### src/rtl/mw_pkg.sv
package mw_pkg;
  typedef enum logic [2:0] {
    ST_IDLE, ST_OPC, ST_ADDR, ST_DATA, ST_READ, ST_DONE
  } mw_state_e;

  typedef enum logic [1:0] {
    OP_EXT   = 2'b00,
    OP_WRITE = 2'b01,
    OP_READ  = 2'b10,
    OP_ERASE = 2'b11
  } mw_op_e;
endpackage

### src/rtl/mw_sync.sv
module mw_sync #(
  parameter int STAGES = 2,
  parameter int W      = 3
) (
  input  logic         clk_i,
  input  logic         rst_ni,
  input  logic [W-1:0] d_i,
  output logic [W-1:0] q_o
);
  logic [W-1:0] chain [STAGES];

  for (genvar g = 0; g < STAGES; g++) begin : g_stage
    always_ff @(posedge clk_i or negedge rst_ni) begin
      if (!rst_ni) chain[g] <= '0;
      else if (g == 0) chain[g] <= d_i;
      else chain[g] <= chain[(g > 0) ? g-1 : 0];
    end
  end

  assign q_o = chain[STAGES-1];
endmodule

### src/rtl/mw_prog_timer.sv
module mw_prog_timer #(
  parameter int PROG_CYCLES = 200
) (
  input  logic clk_i,
  input  logic rst_ni,
  input  logic start_i,
  output logic busy_o
);
  localparam int CW = $clog2(PROG_CYCLES + 1);
  logic [CW-1:0] cnt_q;

  always_ff @(posedge clk_i or negedge rst_ni) begin
    if (!rst_ni) begin
      cnt_q  <= '0;
      busy_o <= 1'b0;
    end else if (start_i) begin
      cnt_q  <= CW'(PROG_CYCLES - 1);
      busy_o <= 1'b1;
    end else if (busy_o) begin
      if (cnt_q == '0) busy_o <= 1'b0;
      else cnt_q <= cnt_q - 1'b1;
    end
  end

  // busy cannot end early
  a_r8_busy_holds: assert property (@(posedge clk_i) disable iff (!rst_ni)
    (busy_o && cnt_q != '0) |=> busy_o);
  // busy only begins on a start request
  a_r8_busy_from_start: assert property (@(posedge clk_i) disable iff (!rst_ni)
    $rose(busy_o) |-> $past(start_i));
endmodule

### src/rtl/mw_mem.sv
module mw_mem #(
  parameter int WORDS = 64
) (
  input  logic                     clk_i,
  input  logic                     rst_ni,
  input  logic                     wr_en_i,
  input  logic [$clog2(WORDS)-1:0] wr_idx_i,
  input  logic [1:0]               wr_be_i,
  input  logic [15:0]              wr_data_i,
  input  logic [$clog2(WORDS)-1:0] rd_idx_i,
  output logic [15:0]              rd_data_o
);
  logic [15:0] arr_q [WORDS];

  for (genvar w = 0; w < WORDS; w++) begin : g_word
    for (genvar b = 0; b < 2; b++) begin : g_byte
      always_ff @(posedge clk_i or negedge rst_ni) begin
        if (!rst_ni) arr_q[w][b*8 +: 8] <= '0;
        else if (wr_en_i && wr_be_i[b] && wr_idx_i == w)
          arr_q[w][b*8 +: 8] <= wr_data_i[b*8 +: 8];
      end
    end
  end

  assign rd_data_o = arr_q[rd_idx_i];
endmodule

### src/rtl/mw_cmd.sv
module mw_cmd
  import mw_pkg::*;
#(
  parameter int AW16 = 6
) (
  input  logic            clk_i,
  input  logic            rst_ni,
  input  logic            cs_s_i,
  input  logic            sclk_rise_i,
  input  logic            di_s_i,
  input  logic            org_i,
  input  logic            busy_i,
  input  logic [15:0]     rd_word_i,
  output logic [AW16-1:0] rd_idx_o,
  output logic            wr_en_o,
  output logic [AW16-1:0] wr_idx_o,
  output logic [1:0]      wr_be_o,
  output logic [15:0]     wr_data_o,
  output logic            prog_start_o,
  output logic            rd_active_o,
  output logic            rd_bit_o,
  output logic            stat_o
);
  localparam int AW8 = AW16 + 1;
  localparam int CW  = $clog2(((AW8 > 16) ? AW8 : 16) + 1);

  mw_state_e      state_q;
  mw_op_e         opc_q;
  logic [CW-1:0]  cnt_q;
  logic [AW8-1:0] addr_q;
  logic [15:0]    sh_q;
  logic           cs_prev_q;

  logic [CW-1:0]   aw, dw;
  logic [AW8-1:0]  addr_nxt;
  logic [AW16-1:0] nxt_idx, cur_idx;
  logic            nxt_hi, cur_hi;
  logic [15:0]     data_nxt;
  logic            start_ok;

  assign aw       = org_i ? CW'(AW16) : CW'(AW8);
  assign dw       = org_i ? CW'(16) : CW'(8);
  assign addr_nxt = {addr_q[AW8-2:0], di_s_i};
  assign nxt_idx  = org_i ? addr_nxt[AW16-1:0] : addr_nxt[AW8-1:1];
  assign nxt_hi   = addr_nxt[0];
  assign cur_idx  = org_i ? addr_q[AW16-1:0] : addr_q[AW8-1:1];
  assign cur_hi   = addr_q[0];
  assign data_nxt = {sh_q[14:0], di_s_i};
  assign rd_idx_o = nxt_idx;
  assign start_ok = (state_q == ST_IDLE) && sclk_rise_i && di_s_i && !busy_i;

  always_ff @(posedge clk_i or negedge rst_ni) begin
    if (!rst_ni) cs_prev_q <= 1'b0;
    else cs_prev_q <= cs_s_i;
  end

  // busy/ready status window
  always_ff @(posedge clk_i or negedge rst_ni) begin
    if (!rst_ni) stat_o <= 1'b0;
    else if (!cs_s_i) stat_o <= 1'b0;
    else if (!cs_prev_q && busy_i) stat_o <= 1'b1;
    else if (start_ok) stat_o <= 1'b0;
  end

  always_ff @(posedge clk_i or negedge rst_ni) begin
    if (!rst_ni) begin
      state_q      <= ST_IDLE;
      opc_q        <= OP_EXT;
      cnt_q        <= '0;
      addr_q       <= '0;
      sh_q         <= '0;
      rd_bit_o     <= 1'b0;
      wr_en_o      <= 1'b0;
      wr_idx_o     <= '0;
      wr_be_o      <= '0;
      wr_data_o    <= '0;
      prog_start_o <= 1'b0;
    end else begin
      wr_en_o      <= 1'b0;
      prog_start_o <= 1'b0;
      if (!cs_s_i) begin
        state_q <= ST_IDLE;
        cnt_q   <= '0;
      end else if (sclk_rise_i) begin
        unique case (state_q)
          ST_IDLE: if (start_ok) begin
            state_q <= ST_OPC;
            cnt_q   <= '0;
            addr_q  <= '0;
          end
          ST_OPC: begin
            opc_q <= mw_op_e'({opc_q[0], di_s_i});
            cnt_q <= cnt_q + 1'b1;
            if (cnt_q == CW'(1)) begin
              state_q <= ST_ADDR;
              cnt_q   <= '0;
            end
          end
          ST_ADDR: begin
            addr_q <= addr_nxt;
            cnt_q  <= cnt_q + 1'b1;
            if (cnt_q == aw - 1'b1) begin
              cnt_q <= '0;
              unique case (opc_q)
                OP_READ: begin
                  state_q  <= ST_READ;
                  rd_bit_o <= 1'b0;
                  sh_q     <= org_i ? rd_word_i
                            : {(nxt_hi ? rd_word_i[15:8] : rd_word_i[7:0]), 8'h00};
                end
                OP_WRITE: begin
                  state_q <= ST_DATA;
                  sh_q    <= '0;
                end
                OP_ERASE: begin
                  state_q      <= ST_DONE;
                  wr_en_o      <= 1'b1;
                  prog_start_o <= 1'b1;
                  wr_idx_o     <= nxt_idx;
                  wr_be_o      <= org_i ? 2'b11 : {nxt_hi, !nxt_hi};
                  wr_data_o    <= 16'hFFFF;
                end
                default: state_q <= ST_DONE;
              endcase
            end
          end
          ST_DATA: begin
            sh_q  <= data_nxt;
            cnt_q <= cnt_q + 1'b1;
            if (cnt_q == dw - 1'b1) begin
              state_q      <= ST_DONE;
              wr_en_o      <= 1'b1;
              prog_start_o <= 1'b1;
              wr_idx_o     <= cur_idx;
              wr_be_o      <= org_i ? 2'b11 : {cur_hi, !cur_hi};
              wr_data_o    <= org_i ? data_nxt : {data_nxt[7:0], data_nxt[7:0]};
            end
          end
          ST_READ: begin
            if (cnt_q == dw) state_q <= ST_DONE;
            else begin
              rd_bit_o <= sh_q[15];
              sh_q     <= {sh_q[14:0], 1'b0};
              cnt_q    <= cnt_q + 1'b1;
            end
          end
          default: ;
        endcase
      end
    end
  end

  assign rd_active_o = (state_q == ST_READ);

  // no new program cycle is launched while one is running
  a_r12_no_start_busy: assert property (@(posedge clk_i) disable iff (!rst_ni)
    prog_start_o |-> !busy_i);
  // a finished instruction stays finished while selected
  a_r11_done_sticks: assert property (@(posedge clk_i) disable iff (!rst_ni)
    (state_q == ST_DONE && cs_s_i) |=> state_q == ST_DONE);
endmodule

### src/rtl/mw_eeprom_slave.sv
module mw_eeprom_slave #(
  parameter int MEM_BITS    = 1024,
  parameter int PROG_CYCLES = 200,
  parameter int SYNC_STAGES = 2
) (
  input  logic clk_i,
  input  logic rst_ni,
  input  logic cs_i,
  input  logic sclk_i,
  input  logic di_i,
  input  logic org_i,
  output logic do_o,
  output logic do_oe_o
);
  localparam int WORDS = MEM_BITS / 16;
  localparam int AW16  = $clog2(WORDS);

  logic [2:0]      sync_q;
  logic            cs_s, sclk_s, di_s, sclk_prev_q, sclk_rise;
  logic            busy, prog_start, wr_en, rd_active, rd_bit, stat;
  logic [AW16-1:0] rd_idx, wr_idx;
  logic [1:0]      wr_be;
  logic [15:0]     wr_data, rd_word;

  mw_sync #(.STAGES(SYNC_STAGES), .W(3)) u_sync (
    .clk_i, .rst_ni, .d_i({cs_i, sclk_i, di_i}), .q_o(sync_q)
  );
  assign {cs_s, sclk_s, di_s} = sync_q;

  always_ff @(posedge clk_i or negedge rst_ni) begin
    if (!rst_ni) sclk_prev_q <= 1'b0;
    else sclk_prev_q <= sclk_s;
  end
  assign sclk_rise = sclk_s && !sclk_prev_q;

  mw_cmd #(.AW16(AW16)) u_cmd (
    .clk_i, .rst_ni,
    .cs_s_i(cs_s), .sclk_rise_i(sclk_rise), .di_s_i(di_s), .org_i,
    .busy_i(busy), .rd_word_i(rd_word), .rd_idx_o(rd_idx),
    .wr_en_o(wr_en), .wr_idx_o(wr_idx), .wr_be_o(wr_be), .wr_data_o(wr_data),
    .prog_start_o(prog_start), .rd_active_o(rd_active), .rd_bit_o(rd_bit),
    .stat_o(stat)
  );

  mw_prog_timer #(.PROG_CYCLES(PROG_CYCLES)) u_timer (
    .clk_i, .rst_ni, .start_i(prog_start), .busy_o(busy)
  );

  mw_mem #(.WORDS(WORDS)) u_mem (
    .clk_i, .rst_ni, .wr_en_i(wr_en), .wr_idx_i(wr_idx), .wr_be_i(wr_be),
    .wr_data_i(wr_data), .rd_idx_i(rd_idx), .rd_data_o(rd_word)
  );

  assign do_oe_o = rd_active || stat;
  assign do_o    = rd_active ? rd_bit : !busy;

  // deselect releases data-out on the next clock
  a_r2_deselect_quiet: assert property (@(posedge clk_i) disable iff (!rst_ni)
    !cs_s |=> !do_oe_o);
  // status window shows low while the program cycle runs
  a_r9_busy_low: assert property (@(posedge clk_i) disable iff (!rst_ni)
    (stat && busy) |-> (do_oe_o && !do_o));
endmodule

### config.mk
export PLATFORM = sky130hd
export DESIGN_NAME = mw_eeprom_slave
export DESIGN_NICKNAME = d
export VERILOG_FILES = /design/src/rtl/mw_pkg.sv /design/src/rtl/mw_sync.sv /design/src/rtl/mw_prog_timer.sv /design/src/rtl/mw_mem.sv /design/src/rtl/mw_cmd.sv /design/src/rtl/mw_eeprom_slave.sv
export SDC_FILE = /design/constraint.sdc
export NUM_CORES = 2
export LEC_CHECK = 0
export ABC_AREA = 1
export ABC_CLOCK_PERIOD_IN_PS = 4600
export BUFFER_PORTS_ARGS = -buffer_cell sky130_fd_sc_hd__buf_4
export CAP_MARGIN = 40
export CORE_ASPECT_RATIO = 1.25
export CORE_UTILIZATION = 43
export CTS_BUF_LIST = sky130_fd_sc_hd__clkbuf_8
export CTS_CLUSTER_DIAMETER = 30
export CTS_CLUSTER_SIZE = 24
export DETAILED_ROUTE_END_ITERATION = 7
export HOLD_SLACK_MARGIN = 0.12
export MAX_ROUTING_LAYER = met4
export PLACE_DENSITY_LB_ADDON = 0.15
export SLEW_MARGIN = 20
export SYNTH_ARGS = -nofsm -noshare
export SYNTH_HDL_FRONTEND = slang
export SYNTH_SLANG_ARGS = --single-unit
### constraint.sdc
create_clock -name clk_i -period 4.6 [get_ports clk_i]
set_clock_uncertainty 0.15 [all_clocks]
set_input_delay 1.15 -clock clk_i [delete_from_list [all_inputs] [get_ports clk_i]]
set_output_delay 1.15 -clock clk_i [all_outputs]
set_load 0.03 [all_outputs]
# Word-level counts from Yosys, hierarchy flattened
# Index checks and enable logic that the tools add are counted.
# totals
word_cells	465
input_bits	6
output_inout_bits	2
ff_bits	1101
# op_classes
reduce_logical	157
n_eq_ne	91
bitwise	1
muxes	66
addsub	4
order_cmp	1
# ops
cell	n
$eq 6x6->1 const B	32
$mux 16	9
$logic_and 1x1->1	135
$bmux 16 s6	1
$eq 6x5->1 const B	16
$pmux 16 s2	2
$eq 6x4->1 const B	8
$pmux 16 s3	1
$mux 5	7
$mux 8	4
$mux 6	5
$pmux 5 s5	1
$eq 6x3->1 const B	4
$mux 3	7
$reduce_and 6->1	3
$mux 1	16
$eq 5x5->1	3
$ne 3x2->1 const B	5
$pmux 3 s5	1
$pmux 7 s2	1
$eq 6x2->1 const B	2
$pmux 6 s2	1
$mux 2	5
$ne 2x1->1 const B	5
other kinds (31)	46

# Logic depth before layout (Yosys ltp)
# logic_depth
depth_word	10
mapped_depth	16
depth_no_buf	14

# Cells and area by module
# From an unflattened synthesis, not the netlist that was laid out.
# hier_totals
cells_unflattened	6412
area_unflattened_um2	50970.1
# by_module_without_submodules
module	cells_per_inst	area_per_inst_um2	instances	seq_area_each_um2
mw_mem	5894	46777.4	1	25624.6
mw_cmd	426	3425.8	1	1526.5
mw_prog_timer	77	546.8	1	225.2
mw_sync	9	172.7	1	150.1
mw_eeprom_slave	6	47.5	1	25.0

# Worst setup path before layout
# No wires, ideal clock.
# synth_path
kind	in2reg
start	input port org_i
end	register u_cmd.sh_q[11]
slack_ns	1.807
required_ns	4.373
cell_stages	15
setup_ns	0.077
arrival_ns	2.566
path_buffers	2
cell_sequence	inv_2 nand2_2 nand2_2 buf_2 buf_2 nand2_1 nand3_1 nand3_1 nand3_1 nand3_1 nand3_1 nand2_1 nand2_1 nand3_1 a21oi_1
# synth_via
elab_chain_cells	10
word_cells_on_any_way	18
classes_between	add/sub (1); eq/ne (4); mux (11); bitwise (1); reduce/logical (1)
# synth_rtl
item	line_no	rtl
from (decl)	mw_eeprom_slave.sv:11	input logic org_i,
$mux 6	mw_cmd.sv:44	assign nxt_idx = org_i ? addr_nxt[AW16-1:0] : addr_nxt[AW8-1:1];
$not 6->7 (not written as such)	mw_mem.sv:25	assign rd_data_o = arr_q[rd_idx_i];
$bmux 16 s6	mw_mem.sv:25	
$mux 16 (not written as such) (2 in a row)	mw_mem.sv:25	
$mux 8	mw_cmd.sv:109	: {(nxt_hi ? rd_word_i[15:8] : rd_word_i[7:0]), 8'h00};
$mux 16	mw_cmd.sv:108	sh_q <= org_i ? rd_word_i
$pmux 16 s2	mw_cmd.sv:104	unique case (opc_q)
$mux 16	mw_cmd.sv:102	if (cnt_q == aw - 1'b1) begin
$pmux 16 s3	mw_cmd.sv:85	unique case (state_q)
to (signal assigned)	mw_cmd.sv:108	
to (signal assigned)	mw_cmd.sv:128	sh_q <= data_nxt;
to (signal assigned)	mw_cmd.sv:143	sh_q <= {sh_q[14:0], 1'b0};
to (decl)	mw_cmd.sv:31	logic [15:0] sh_q;
# Parallel ways exist; a longest one is shown, timed or not. The select of a mux whose other input is x is not followed.
# A chain may end at the register's enable or synchronous reset.

# Worst setup path after layout
# layout_path
start	register u_cmd.state_q[0]
end	output port do_oe_o
# layout_via
elab_chain_cells	2
# layout_rtl
item	line_no	rtl
from (decl)	mw_cmd.sv:27	mw_state_e state_q;
from (signal assigned)	mw_cmd.sv:67	state_q <= ST_IDLE;
from (signal assigned)	mw_cmd.sv:82	state_q <= ST_IDLE;
from (signal assigned)	mw_cmd.sv:87	state_q <= ST_OPC;
$eq 3x3->1	mw_cmd.sv:153	assign rd_active_o = (state_q == ST_READ);
$logic_or 1x1->1	mw_eeprom_slave.sv:54	assign do_oe_o = rd_active || stat;
to (decl)	mw_eeprom_slave.sv:13	output logic do_oe_o
# No other way between the ends.

==> flow_metrics.env <==
export IMPL_run_status="complete, no violations"
export IMPL_period_share_pct=75.3
export IMPL_rrSetupSlack_ns=1.31
export IMPL_end_kind="output port"
export IMPL_reg2reg_depth=16
export IMPL_ys_warn_count=0
export IMPL_synth_simple_area_share_pct=28.6
export IMPL_synthArstFlopShare_pct=100
export IMPL_synthFlopType="dfrtp_1"
export IMPL_via_per_inst=5.55
export IMPL_antenna_found_initial=2
export IMPL_worstPathMaxFanout=6
export IMPL_first_pass_iters=6
export IMPL_setup_viol=0
export IMPL_rr_startpoint="u_sync.q_o[0]"
export IMPL_io_pins=8
export IMPL_final_core_util_pct=49.7
export IMPL_startpoint_type="register"
export IMPL_arrival_ns=2.16
export IMPL_grt_max_degree=122
export IMPL_fin_crit_ns=3.46
export IMPL_wl_per_cell_um=20.6
export IMPL_cts_tree="done"
export IMPL_nNetsFinal=6137
export IMPL_r2r_end="u_cmd.sh_q[13]"
export IMPL_yosys_area_share_adder_pct=0.124
export IMPL_htreeDepth=4
export IMPL_worstSetupPathType="reg -> out"
export IMPL_synth_xor_area_share_pct=0.0522
export IMPL_final_area_um2=57400
export IMPL_leakage_uw=0.0244
export IMPL_cts_buffers=227
export IMPL_drtAntennaViolNets=0
export IMPL_die_area_um2=118000
export IMPL_sequentialPowerShare_pct=42.4
export IMPL_netlist_top_cell_by_area="dfrtp_1"
export IMPL_max_slew_worst_pin_slew_ns=0.890
export IMPL_gp_congestion=0.911
export IMPL_synth_most_common_cell="nand2_1"
export IMPL_finalPower_uw=23300
export IMPL_hold_end="u_sync.q_o[0]"
export IMPL_start_util_pct=43.6
export IMPL_ys_top_cells_by_area="dfrtp_1, nand2_1, nand3_1"
export IMPL_min_from="u_sync.chain[3]"
export IMPL_slew_headroom_pct=40.7
export IMPL_rows=139
export IMPL_grt_pass1_vias=42000
export IMPL_synth_cells=6243
export IMPL_io_buffers=7
export IMPL_synth_top_family_by_area="simple AND/OR/NAND/NOR gates"
export IMPL_postPlaceCellArea_um2=51800
export IMPL_drc=0
export IMPL_synth_compound_area_share_pct=11.5
export IMPL_drv_cap=0
export IMPL_hp_class="reg -> reg"
export IMPL_slew_viol_final=0
export IMPL_layout_drive_gt1_share_pct=9.35
export IMPL_grt_first_pass_wirelength_um=254000
export IMPL_yosys_top_cells_count="nand2_1, nand3_1, dfrtp_1, o21ai_0, clkbuf_1"
export IMPL_cts_max_path_buffers=3
export IMPL_tns_ns=0
export IMPL_worst_hold_slack_ns=0.197
export IMPL_synth_seq_cells=1101
export IMPL_drt_initial_drc_count=4449
export IMPL_syn_area_per_cell_um2=8.06
export IMPL_yosysSeqAreaShare_pct=54.8
export IMPL_root_buffer="clkbuf_8"
export IMPL_hold_path_cell_count=0
export IMPL_power_internal_uw=17200
export IMPL_core_area_um2=115000
export IMPL_post_dp_hpwl_um=96400
export IMPL_synth_mux_area_share_pct=0
export IMPL_pwr_share_clk_pct=51.4
export IMPL_path_clk_slew_ns=0.06
export IMPL_rsz0062_at_grt="false"
export IMPL_grtUsageTotal_pct=28.5
export IMPL_comb_power_share_pct=6.2
export IMPL_wl_um=162000
export IMPL_areaGrowthSynthToFinish_pct=14.1
export IMPL_cts_sinks=1101
export IMPL_hold_viol_final=0
export IMPL_overflow=0
export IMPL_insertion_delay_ns=0.93
export IMPL_die_w_um=308
export IMPL_die_h_um=384
export IMPL_netlist_area_um2=50300
export IMPL_synth_cell_types=33
export IMPL_switching_share_pct=26.1
export IMPL_synth_top_area_share_pct=54.8
export IMPL_fmax_mhz=289
export IMPL_ir_drop_uv=300
export IMPL_power_density_nw_per_um2=406
export IMPL_synth_edff_count=0
export IMPL_synth_fp_nets=6254
export IMPL_required_ns=3.30
export IMPL_p_switching_uw=6080
export IMPL_num_vias=43700
[per-layer routing]
metal / GRT usage, % / part of all wire [%] / up-vias
met2: 44.7 / 47 / 1389
met5: - / 0 / -
li1: - / - / 20700
met4: 12.0 / 3.9 / 0
met1: 36.7 / 43 / 21300
met3: 4.57 / 5.7 / 336
[logic make-up after synthesis]
family / after synthesis
compound gates: 1149
buf+inv: 579
simple gates: 3406
flops: 1101
fa+ha+maj: 5
xor+xnor: 3
[stage by stage]
| stage | instances | worst slack [ns] |
|---|---|---|
| 2_1_floorplan | 6243 | 1.81 |
| 5_1_grt | 7872 | 1.00 |
| 4_1_cts | 7867 | 1.04 |
| 3_3_place_gp | 7429 | 0.590 |
| 3_5_place_dp | 7440 | 0.562 |
| 6_report | 7872 | 1.14 |
[cell type report]
cell class              count  area, um^2
flip-flops and latches   1101       27600
fillers                 11400       58100
repair buffers            143        1700
clock buffers             268        3690
multi-input cells        4563       20400
clock inverters           155        1720
inverters                  90         340
well taps                1551        1940
diodes                      1        2.50
[registers in the layout (all words and copies together), names as in the netlist, 5 cells and up]
signal,flops
u_cmd.addr_q,7
u_cmd.wr_idx_o,6
u_mem.arr_q,1024
u_cmd.sh_q,16
u_timer.cnt_q,8
u_cmd.cnt_q,5
u_cmd.wr_data_o,16
[repair_timing]
| action | 4_1_cts | 5_1_grt |
|---|---|---|
| setup buffers | 0 | 0 |
| setup endpoints to repair | 0 | 0 |
| hold buffers | 4 | 0 |
| endpoints found under the hold margin | 22 | 0 |
| resized for setup | 0 | 0 |
[worst max-delay path by stage]
stage / startpoint / end / slack, ns
3_3_place_gp: org_i / u_cmd.sh_q[13] / 0.59
5_1_grt: u_cmd.state_q[0] / do_oe_o / 1.00
2_1_floorplan: org_i / u_cmd.sh_q[11] / 1.81
3_5_place_dp: org_i / u_cmd.sh_q[13] / 0.56
4_1_cts: u_cmd.state_q[0] / do_oe_o / 1.04
6_report: u_cmd.state_q[0] / do_oe_o / 1.14
[cells in the final DEF (no fill, tap or decap), drive strengths merged]
master / n
o2111ai: 2
nor2: 81
nor4: 2
nand2: 2059
dlygate4sd3: 4
bufinv: 30
buf: 139
dfrtp: 1101
diode: 1
o211ai: 1
nand3b: 1
ha: 5
nand4: 3
a21oi: 60
a31oi: 2
o31ai: 1
clkinv: 48
a211oi: 1
clkbuf: 268
or2: 5
clkinvlp: 37
o41ai: 1
a22oi: 7
and3: 1
inv: 130
nand3: 1248
nor3: 6
o21ai: 1074
xor2: 3
[power by group through the flow]
stage	clock (uW)	sequential (uW)	combinational (uW)
2_1_floorplan	0	10000	725
6_report	12000	9870	1450
3_5_place_dp	0	10000	1440
4_1_cts	12200	9860	1450
3_3_place_gp	0	10000	1440
5_1_grt	12600	9870	1580
[critical path, stage by stage, from the launching register on]
cell and delay, ns:
dfrtp_1 0.43, nor2_1 0.07, nand2_1 0.13, inv_1 0.13
or2_2 0.31, buf_4 0.17
(Power assumes the default switching activity.)
